--- src/rtl/dl_ctx_gen.sv ---
module dl_ctx_gen #(
  parameter int LW = 16
) (
  input  logic       clk,
  input  logic       rst_n,
  input  logic       start,
  input  logic [1:0] size_sel,
  input  logic       bdr_vld,
  input  logic       bdr_bit,
  input  logic       pix_vld,
  input  logic       pix_bit,
  input  logic [1:0] left_in,
  output logic [9:0] ctx,
  output logic       ctx_vld
);

  localparam int CW = $clog2(LW + 1);
  localparam int PW = $clog2(LW + 5);

  typedef enum logic [1:0] {ST_IDLE, ST_LOAD, ST_RUN} st_t;

  st_t            st;
  logic [CW-1:0]  bsz, col, row, dec;
  logic [PW-1:0]  pcol;
  logic           prow;
  logic [LW-1:0]  dl0, dl1, dl2, msk, nx0, nx1, nx2, sh0, sh1;
  logic [LW:0]    msk_w;
  logic [1:0]     l_cur, l_p1, r1, r2;
  logic           acc, ld_mid, pl_r0, pl_last, shift, din, tap0, tap1;
  logic [9:0]     ctx_c;

  assign dec = (size_sel == 2'd0) ? CW'(4) : (size_sel == 2'd1) ? CW'(8) : CW'(LW);

  assign acc     = !start && (st == ST_RUN) && pix_vld;
  assign ld_mid  = (int'(pcol) >= 2) && (int'(pcol) < int'(bsz) + 2);
  assign pl_r0   = int'(pcol) == int'(bsz) + 2;
  assign pl_last = int'(pcol) == int'(bsz) + 3;
  assign shift   = acc || (!start && (st == ST_LOAD) && bdr_vld && ld_mid);
  assign din     = (st == ST_RUN) ? pix_bit : bdr_bit;

  assign msk_w = ((LW+1)'(1) << bsz) - (LW+1)'(1);
  assign msk   = msk_w[LW-1:0];
  assign sh0   = dl0 >> (bsz - CW'(1));
  assign sh1   = dl1 >> (bsz - CW'(1));
  assign tap0  = sh0[0];
  assign tap1  = sh1[0];

  assign nx0 = ({dl0[LW-2:0], din } & msk) | (dl0 & ~msk);
  assign nx1 = ({dl1[LW-2:0], tap0} & msk) | (dl1 & ~msk);
  assign nx2 = ({dl2[LW-2:0], tap1} & msk) | (dl2 & ~msk);

  function automatic logic pick(input logic [LW-1:0] a, input logic [LW-1:0] b,
                                input logic [LW-1:0] c, input int n, input int p);
    logic [LW-1:0] t;
    if (p <= n)          t = a >> (p - 1);
    else if (p <= 2 * n) t = b >> (p - n - 1);
    else                 t = c >> (p - 2 * n - 1);
    return t[0];
  endfunction

  always_comb begin
    int n, x, y;
    logic xl, x1, xr, xr2, y0, y1;
    n   = int'(bsz);
    x   = int'(col);
    y   = int'(row);
    xl  = (x == 0);
    x1  = (x == 1);
    xr  = (x == n - 1);
    xr2 = (x == n - 2);
    y0  = (y == 0);
    y1  = (y == 1);
    ctx_c[0] = xl ? left_in[0] : pick(dl0, dl1, dl2, n, 1);
    ctx_c[1] = xl ? left_in[1] : x1 ? l_cur[0] : pick(dl0, dl1, dl2, n, 2);
    ctx_c[2] = xr  ? (y0 ? r1[1] : pick(dl0, dl1, dl2, n, n)) :
               xr2 ? (y0 ? r1[0] : pick(dl0, dl1, dl2, n, n - 1)) :
                     pick(dl0, dl1, dl2, n, n - 2);
    ctx_c[3] = xr ? (y0 ? r1[0] : pick(dl0, dl1, dl2, n, n)) : pick(dl0, dl1, dl2, n, n - 1);
    ctx_c[4] = pick(dl0, dl1, dl2, n, n);
    ctx_c[5] = xl ? l_cur[0] : pick(dl0, dl1, dl2, n, n + 1);
    ctx_c[6] = xl ? l_cur[1] : x1 ? l_p1[0] : pick(dl0, dl1, dl2, n, n + 2);
    ctx_c[7] = xr ? (y0 ? r2[0] : y1 ? r1[0] : pick(dl0, dl1, dl2, n, 2 * n))
                  : pick(dl0, dl1, dl2, n, 2 * n - 1);
    ctx_c[8] = pick(dl0, dl1, dl2, n, 2 * n);
    ctx_c[9] = xl ? l_p1[0] : pick(dl0, dl1, dl2, n, 2 * n + 1);
  end

  always_ff @(posedge clk or negedge rst_n) begin
    if (!rst_n) begin
      st      <= ST_IDLE;
      bsz     <= CW'(LW);
      col     <= '0;
      row     <= '0;
      pcol    <= '0;
      prow    <= 1'b0;
      dl0     <= '0;
      dl1     <= '0;
      dl2     <= '0;
      l_cur   <= '0;
      l_p1    <= '0;
      r1      <= '0;
      r2      <= '0;
      ctx     <= '0;
      ctx_vld <= 1'b0;
    end else begin
      ctx_vld <= acc;
      if (acc) ctx <= ctx_c;
      if (shift) begin
        dl0 <= nx0;
        dl1 <= nx1;
        dl2 <= nx2;
      end
      if (start) begin
        st   <= ST_LOAD;
        bsz  <= dec;
        pcol <= '0;
        prow <= 1'b0;
        col  <= '0;
        row  <= '0;
      end else begin
        case (st)
          ST_LOAD: if (bdr_vld) begin
            if (pcol == '0) begin
              l_p1     <= l_cur;
              l_cur[1] <= bdr_bit;
            end
            if (pcol == PW'(1)) l_cur[0] <= bdr_bit;
            if (pl_r0) begin
              if (prow) r1[0] <= bdr_bit;
              else      r2[0] <= bdr_bit;
            end
            if (pl_last) begin
              if (prow) r1[1] <= bdr_bit;
              else      r2[1] <= bdr_bit;
              pcol <= '0;
              prow <= 1'b1;
              if (prow) st <= ST_RUN;
            end else begin
              pcol <= pcol + PW'(1);
            end
          end
          ST_RUN: if (pix_vld) begin
            if (col == '0) begin
              l_p1  <= l_cur;
              l_cur <= left_in;
            end
            if (col == bsz - CW'(1)) begin
              col <= '0;
              if (row == bsz - CW'(1)) begin
                row <= '0;
                st  <= ST_IDLE;
              end else begin
                row <= row + CW'(1);
              end
            end else begin
              col <= col + CW'(1);
            end
          end
          default: ;
        endcase
      end
    end
  end

  a_r1_pos_range: assert property (@(posedge clk) disable iff (!rst_n)
    (st == ST_RUN) |-> (col < bsz) && (row < bsz));

  a_r2_load_quiet: assert property (@(posedge clk) disable iff (!rst_n)
    (st == ST_LOAD) |=> !ctx_vld);

  a_r6_hold_4: assert property (@(posedge clk) disable iff (!rst_n)
    (st != ST_IDLE && bsz == CW'(4)) |=>
      $stable(dl0[LW-1:4]) && $stable(dl1[LW-1:4]) && $stable(dl2[LW-1:4]));

  a_r6_hold_8: assert property (@(posedge clk) disable iff (!rst_n)
    (st != ST_IDLE && bsz == CW'(8)) |=>
      $stable(dl0[LW-1:8]) && $stable(dl1[LW-1:8]) && $stable(dl2[LW-1:8]));

  a_r7_ctx_hold: assert property (@(posedge clk) disable iff (!rst_n)
    !acc |=> $stable(ctx));

  a_r8_idle_quiet: assert property (@(posedge clk) disable iff (!rst_n)
    (st == ST_IDLE) |=> !ctx_vld && $stable(dl0) && $stable(dl1));

endmodule

--- config.mk ---
export PLATFORM = sky130hd
export DESIGN_NAME = dl_ctx_gen
export DESIGN_NICKNAME = d
export VERILOG_FILES = /design/src/rtl/dl_ctx_gen.sv
export SDC_FILE = /design/constraint.sdc
export NUM_CORES = 1
export LEC_CHECK = 0
export ABC_AREA = 1
export BUFFER_PORTS_ARGS = -buffer_cell sky130_fd_sc_hd__buf_4
export CAP_MARGIN = 20
export CORE_AREA = 2 2 130 132
export DETAILED_ROUTE_END_ITERATION = 8
export DIE_AREA = 0 0 132 134
export PLACE_DENSITY = 0.58
export SYNTH_ARGS = -nofsm -noshare
export SYNTH_HDL_FRONTEND = slang
export SYNTH_SLANG_ARGS = --single-unit
--- constraint.sdc ---
create_clock -name clk -period 6.85 [get_ports clk]
set_input_delay 0.3425 -clock clk [delete_from_list [all_inputs] [get_ports clk]]
set_output_delay 0.3425 -clock clk [all_outputs]
set_load 0.005 [all_outputs]
==> results of run 1 <==
==> power groups by stage <==
stage	sequential (mW)	clock, mW	combinational (mW)
after global placement	0.817	0	0.671
after CTS	0.810	0.507	0.684
after global routing	0.833	0.527	0.784
final	0.809	0.498	0.681
after floorplan	0.771	0	0.474
after detailed placement	0.818	0	0.679
==> worst max path at each step <==
stage                      start  endpoint  slack (ps)  cells past startpoint
final                     bsz[3]    ctx[2]        2460                     23
after global routing      bsz[3]    ctx[2]        1960                     23
after CTS                 bsz[3]    ctx[2]        2470                     23
after detailed placement  bsz[3]    ctx[2]        2490                     23
after global placement    bsz[3]    ctx[2]        2620                     23
after floorplan           bsz[4]    ctx[2]        3410                     23
==> repair_timing <==
action	in CTS	in global routing
hold endpoints to repair	31	0
hold buffers	1	0
gates resized for setup	0	0
buffers inserted	0	0
==> synthesized netlist by cell type, drive strengths merged <==
library cell	number
nand2	166
inv	97
dfrtp	84
nor2	80
o21ai	60
ha	48
nand3	42
a21oi	35
o22ai	15
nor3	11
buf	9
nand4	9
a31oi	7
xor2	7
mux2	6
o211ai	6
or2	5
a22oi	4
clkbuf	3
nor4	3
a211oi	2
a41oi	2
and3	2
fa	2
nor3b	2
o221ai	2
o31ai	2
xnor2	2
a221oi	1
clkinv	1
dfstp	1
o32ai	1
==> critical path, stage by stage (launching register included) <==
cell	delay [ps]
dfrtp_1	480
inv_1	420
ha_1	220
inv_1	80
a21oi_2	360
inv_1	520
ha_1	520
nor2_1	80
a21oi_1	210
o21ai_0	140
ha_1	320
nor3_1	200
nand2_1	70
nor2_1	130
nand2_1	70
nand2_1	60
nand2_1	40
nand2_1	90
nand2_1	60
nand2_1	60
nand2_1	40
nand2_1	60
nand2_1	50
nand2_1	50
==> kinds of logic (layout without fill, tap and decap cells) <==
group / count (synthesis) / in the layout / synth area share
buf+inv: 110 / 137 / 0.07979
fa+ha+maj: 50 / 50 / 0.1151
compound gates: 137 / 137 / 0.1432
simple gates: 320 / 320 / 0.2533
flops: 85 / 85 / 0.3823
xor+xnor: 9 / 9 / 0.01416
mux: 6 / 6 / 0.01214
==> layout make-up <==
class / count / share of cell area
sequential: 85 / 0.3410
multi-input combinational: 522 / 0.4798
inverter: 98 / 0.05894
tap: 220 / 0.04411
clock inverter: 7 / 0.01203
clock buffer: 9 / 0.03609
timing repair buffer: 23 / 0.02807
==> stage by stage <==
step,worst slack (ps),total power [mW],std cells,area (um^2)
finish,2458,1.988,964,6241
global route,1962,2.143,964,6241
CTS,2469,2.001,964,6241
detailed placement,2488,1.496,947,5931
global placement,2617,1.488,947,5931
floorplan,3407,1.245,717,5567
==> metal layers <==
layer / global-route usage / vias up / routed length (um)
met3: 0.02872 / 27 / 659
met2: 0.2567 / 119 / 6377
li1: - / 2424 / -
met4: 0.07065 / 0 / 382
met1: 0.2539 / 2276 / 7147
met5: 0 / - / 0
==> impl_results.md, run 1 <==
- Status: finished clean
- N_diodes: 0
- Mapped Nets: 778
- HP Start: size_sel[0]
- Final setup violation count: 0
- GPL Wtd Cong: 0.9114
- Number of global-route vias before repair: 4488
- Multi-input logic area: 2994 um^2
- Mapped Cells: 717
- Clk buf depth: 2
- Comb pwr share: 0.343
- Ys Warns: 0
- Clock network power share: 0.250
- Internal Power: 1.215 mW
- Final TNS setup: 0 ps
- Row count: 47
- Largest area contributor in the netlist: dfrtp_1
- Final period utilization: 0.6412
- Worst Hold Path EP: bsz[2]
- Final Critical Period: 4392 ps
- R2R cell count: 23
- # DRC: 0
- Die Area: between 15000 and 20000 um^2
- Max cap viols: 0
- RSZ-0062 raised after global routing: false
- Root Buffer: clkbuf_16
- Hpwl dp: 11120 um
- Post-Syn Area: 5567 um^2
- Crit start category: flop
- CP required: 7140 ps
- Global-route wire length before repair: approximately 24000 um
- Share of layout cells above drive strength 1: 0.1008
- Leakage power: 3.055 nW
- Fin nets: 800
- Worst Hold Class: primary input to flop
- Register area share after synthesis: 0.3823
- Sw power: between 0.7 and 0.8 mW
- Worst-Skew Late Latency: 350 ps
- Vias per cell: around 5.0
- FF-to-FF setup slack: 2460 ps
- Ports: 22
- Synth cell types: 45
- Kind of critical path: flop to flop
- DRT antenna net count: 0
- H-tree Lvls: 3
- Seq pwr share: 0.407
- Chip height: 134 um
- Worst-margin pin slew: 868.1 ps
- Overall Global Routing Usage: 0.1742
- Critical-path maximum fanout: 29
- Post-synthesis register bit count: 85
- Fmax achieved: around 230 MHz
- Most frequent cells in the layout: nand2_1 (162), inv_1 (91), dfrtp_1 (84)
- Finished Core Util: 0.3831
- Fill cells: 1724
- Die extent in x: 132 um
- Clk slew on worst S/H paths: about 70 ps
- Number of port buffers: 21
- # clock sinks: 85
- Pwr dens: 318.6 nW/um^2
- Fin. Hold Viols: 0
- Via count: between 4000 and 5000
- Max Slew Vio Count: 0
- Initial core utilization: 0.3417
- CP Capture Type: flop
- Maximum vdd drop: 0.1530 mV
- Final WL: 14570 um
- Post-Syn Area per Cell: 7.764 um^2
- RR Startpoint: bsz[3]
- Hold path depth: 2
- WHS: 200.7 ps
- Inserted Clock Buffers: 9
- Reg-to-Reg End: ctx[2]
- Initial DRT Pass Iterations: 5
- Top cells by area, synth: dfrtp_1 (38%), nand2_1 (11%), ha_1 (11%)
- Initial antenna violation count: 0
- Area share of the largest cell type after synthesis: 0.3776
- DRT iter0 DRCs: 340
- Data arrival, critical path: 4690 ps
- Most common cell after layout, fill and taps aside: nand2_1
- Grt ovf: 0
- Switch share: 0.3891
- Largest net degree at the start of global routing: 55
- Slew headroom: 0.4206
- FF+latch area: 2128 um^2
- WL per Instance: between 15 and 20 um
- P&R area growth vs syn: 12.12%
- Worst clock skew: 8.643 ps
- CTS tree: done
- Core area: 16290 um^2
Power figures use the tool's default switching activity.
==> run 2, diff against run 1 <==
Settings changed: ABC_AREA 1 to 0, CORE_AREA 2 2 130 132 to 2 2 129 131, DIE_AREA 0 0 132 134 to 0 0 131 133, PLACE_DENSITY 0.58 to 0.6.
Clock period 6.85 ns to 3.95 ns, I/O delays scaled along.
==> impl_results.md, run 2 <==
- Hpwl dp: 10250 um (-7.9%)
- Fill cells: 1584 (-8.1%)
- Fin. Hold Viols: 0 (unchanged)
- Slowest-stage cell, CP: dfstp_2
- Inserted Clock Buffers: 9 (unchanged)
- Clk slew on worst S/H paths: 60 ps (about the same)
- Register area share after synthesis: 0.3847 (+0.002334)
- Worst clock skew: 8.854 ps (+0.2111 ps)
- Post-Syn Area: 5533 um^2 (-0.61%)
- Final setup violation count: 0 (unchanged)
- Post-Syn Area per Cell: 10.19 um^2 (+31%)
- RSZ-0062 raised after global routing: false
- # clock sinks: 85 (unchanged)
- Worst setup margin: 325.7 ps (-2132 ps)
- Status: finished clean
- Synth cell types: 62 (+38%)
- Largest stage delay on the critical path: 640 ps (+120 ps)
- Post-synth ARST share: 1.000 (unchanged)
- Synth cell count leaders: dfrtp_1 (84), mux2_2 (49), ha_1 (48)
- Hold path depth: 2 (unchanged)
- Internal Power: 1.776 mW (+46%)
- Comb pwr share: 0.237 (-0.106)
- Final period utilization: 0.9176 (+0.2764)
- Maximum vdd drop: 0.2233 mV (+46%)
- Top FF cell, synth: dfrtp_1
- Clk buf depth: 2 (unchanged)
- WL per Instance: 16.89 um (+12%)
- Cells along the critical path: clkinvlp_4 > buf_4 > ha_1 > a21bo_2 > ha_1 > a21o_1 > nand2_1 > ha_1 > nand4b_1 > a2111oi_0 > a31oi_1 > o41a_1 > a221oi_1 > a21o_1
- Final TNS setup: 0 ps (unchanged)
- Fin nets: 632 (-21%)
- Clock network power share: 0.361 (+0.111)
- Worst-margin pin slew: 811.0 ps (-57.14 ps)
- Largest net degree at the start of global routing: 61 (+11%)
- Initial antenna violation count: 0 (unchanged)
- Worst Hold Path EP: r1[1]
- Worst Hold Class: primary input to flop
- Number of global-route vias before repair: 4288 (-4.5%)
- Ports: 22 (unchanged)
- Crit start category: flop
- Sw power: 0.7389 mW (-4.5%)
- Most frequent CP cell: ha_1
- Switch share: 0.2938 (-0.09532)
- Mapped Nets: 604 (-22%)
- Grt ovf: 0 (unchanged)
- Overall Global Routing Usage: 0.1614 (-0.01289)
- Worst-Skew Late Latency: 340 ps (about the same)
- Root Buffer: clkbuf_16
- Die Area: 17420 um^2 (-1.5%)
- DRT antenna net count: 0 (unchanged)
- Mapped Cells: 543 (-24%)
- R2R cell count: 14 (-39%)
- Critical-path maximum fanout: 10 (-66%)
- RR Startpoint: bsz[4]
- Leakage power: 2.882 nW (-5.7%)
- CP required: 4220 ps (-2920 ps)
- H-tree Lvls: 3 (unchanged)
- DP Worst Slack: 302.7 ps (-2186 ps)
- CP Capture Type: flop
- Share of layout cells above drive strength 1: 0.2153 (+0.1145)
- Max cap viols: 0 (unchanged)
- Final WL: 13440 um (-7.7%)
- CTS tree: done
- Most frequent cells in the layout: dfrtp_1 (84), mux2_2 (49), ha_1 (48)
- Largest area contributor in the netlist: dfrtp_1
- Top cells by area, synth: dfrtp_1 (38%), ha_1 (11%), mux2_2 (10%)
- Ys Warns: 0 (unchanged)
- Area share of the largest cell type after synthesis: 0.3799 (+0.002306)
- Final Critical Period: 3624 ps (-767.8 ps)
- HP Start: bdr_bit
- Number of port buffers: 21 (unchanged)
- Vias per cell: 5.364 (+6.7%)
- FF-to-FF setup slack: 330 ps (-2130 ps)
- N_diodes: 0 (unchanged)
- Global-route wire length before repair: 21850 um (-9.7%)
- Via count: 4270 (-12%)
- Kind of critical path: flop to flop
- Reg-to-Reg End: ctx[3]
- Data arrival, critical path: 3900 ps (-790 ps)
- Most common cell after layout, fill and taps aside: dfrtp_1
- Fmax achieved: 275.9 MHz (+21%)
- Slew headroom: 0.4552 (+0.03457)
- Row count: 47 (unchanged)
- # DRC: 0 (unchanged)
- Post-synth EDFFs: 0 (unchanged)
- Chip height: 133 um (-0.75%)
- DRT iter0 DRCs: 215 (-37%)
- Pwr dens: 396.2 nW/um^2 (+24%)
- GPL Wtd Cong: 0.8906 (-2.3%)
- P&R area growth vs syn: 14.72%
- Initial core utilization: 0.3421 (+0.0003963)
- Initial DRT Pass Iterations: 4 (-1)
- Max Slew Vio Count: 0 (unchanged)
- Seq pwr share: 0.402 (-0.005)
- Dominant cell by count in the synthesized netlist: dfrtp_1
- Total power: 2.515 mW (+26%)
- Die extent in x: 131 um (-0.76%)
- Post-synthesis register bit count: 85 (unchanged)
- Core area: 16170 um^2 (-0.72%)
## run 2: changes by cell type in the layout (fill, tap and decap cells not counted), moves of 8 or more
cell	previous run	this run
o22ai_1	15	1
nand3_1	42	19
mux4_2	0	9
mux2i_1	0	10
nand2_1	162	43
inv_1	91	24
buf_4	22	41
nor2b_1	0	8
nor2_1	72	34
nand2b_1	0	10
o21ai_0	54	25
mux2_2	6	49
a21o_1	0	8
## run 2: layout make-up
class	count	area (um^2)	share of cell area
multi-input combinational	408	3203	0.5046
sequential	85	2128	0.3353
timing repair buffer	42	317.8	0.05007
tap	220	275.3	0.04337
clock buffer	10	239.0	0.03765
inverter	25	97.59	0.01538
clock inverter	6	86.33	0.01360
## run 2: stage by stage
stage / cell area (um^2) / util / cells / hold WS, ps
2_1_floorplan: 5539 / - / 543 / -98.09
6_report: 6347 / 0.3925 / 796 / 132.0
5_1_grt: 6347 / 0.3925 / 796 / 124.4
3_5_place_dp: 5978 / 0.3697 / 775 / 332.8
4_1_cts: 6314 / 0.3904 / 792 / 115.4
3_3_place_gp: 5978 / 0.3697 / 775 / 318.5
## run 2: logic make-up (layout without fill, tap and decap cells)
logic type	count (synthesis)	after routing	synth area share
simple gates	171	171	0.1610
compound gates	101	101	0.1192
flops	85	85	0.3847
mux	68	68	0.1545
fa+ha+maj	50	50	0.1158
buf+inv	50	83	0.03641
xor+xnor	18	18	0.02849
## run 2: power groups by stage
| stage | combinational [mW] | clock [mW] | sequential [mW] |
|---|---|---|---|
| floorplan | 0.431 | 0 | 0.999 |
| global placement | 0.569 | 0 | 1.02 |
| detailed placement | 0.591 | 0 | 1.02 |
| CTS | 0.595 | 0.932 | 1.01 |
| global route | 0.667 | 0.972 | 1.02 |
| finish | 0.596 | 0.908 | 1.01 |
## run 2: worst max-delay path by stage
stage / startpoint / cells after the start / to / slack [ps]
after global placement: bsz[4] / 14 / ctx[3] / 470
after global routing: bsz[3] / 15 / ctx[3] / 30
after floorplan: bsz[4] / 16 / ctx[3] / 5
after detailed placement: bsz[4] / 14 / ctx[3] / 300
after CTS: bsz[4] / 14 / ctx[3] / 290
final: bsz[4] / 14 / ctx[3] / 330
## run 2: layer usage
| metal | routed length (um) | vias up | global-route usage |
|---|---|---|---|
| li1 | - | 2031 | - |
| met3 | 395 | 15 | 0.02467 |
| met4 | 244 | 0 | 0.05319 |
| met1 | 6119 | 2131 | 0.2174 |
| met5 | 0 | - | 0 |
| met2 | 6685 | 93 | 0.2645 |
## run 2: repair_timing
| item | 4_1_cts | 5_1_grt |
|---|---|---|
| setup buffers | 0 | 4 |
| endpoints found under the hold margin | 59 | 0 |
| hold buffers | 1 | 0 |
| setup endpoints to repair | 0 | 1 |
| resized for setup | 0 | 1 |
## run 2: critical path: cells and delay by family, from the launching register on
| family | cells | cell delay, ps |
|---|---|---|
| AO/OA/AOI/OAI | 7 | 1610 |
| adder cells (fa/ha/maj) | 3 | 770 |
| flip-flops | 1 | 640 |
| buffers and inverters | 2 | 290 |
| AND/OR/NAND/NOR | 2 | 250 |
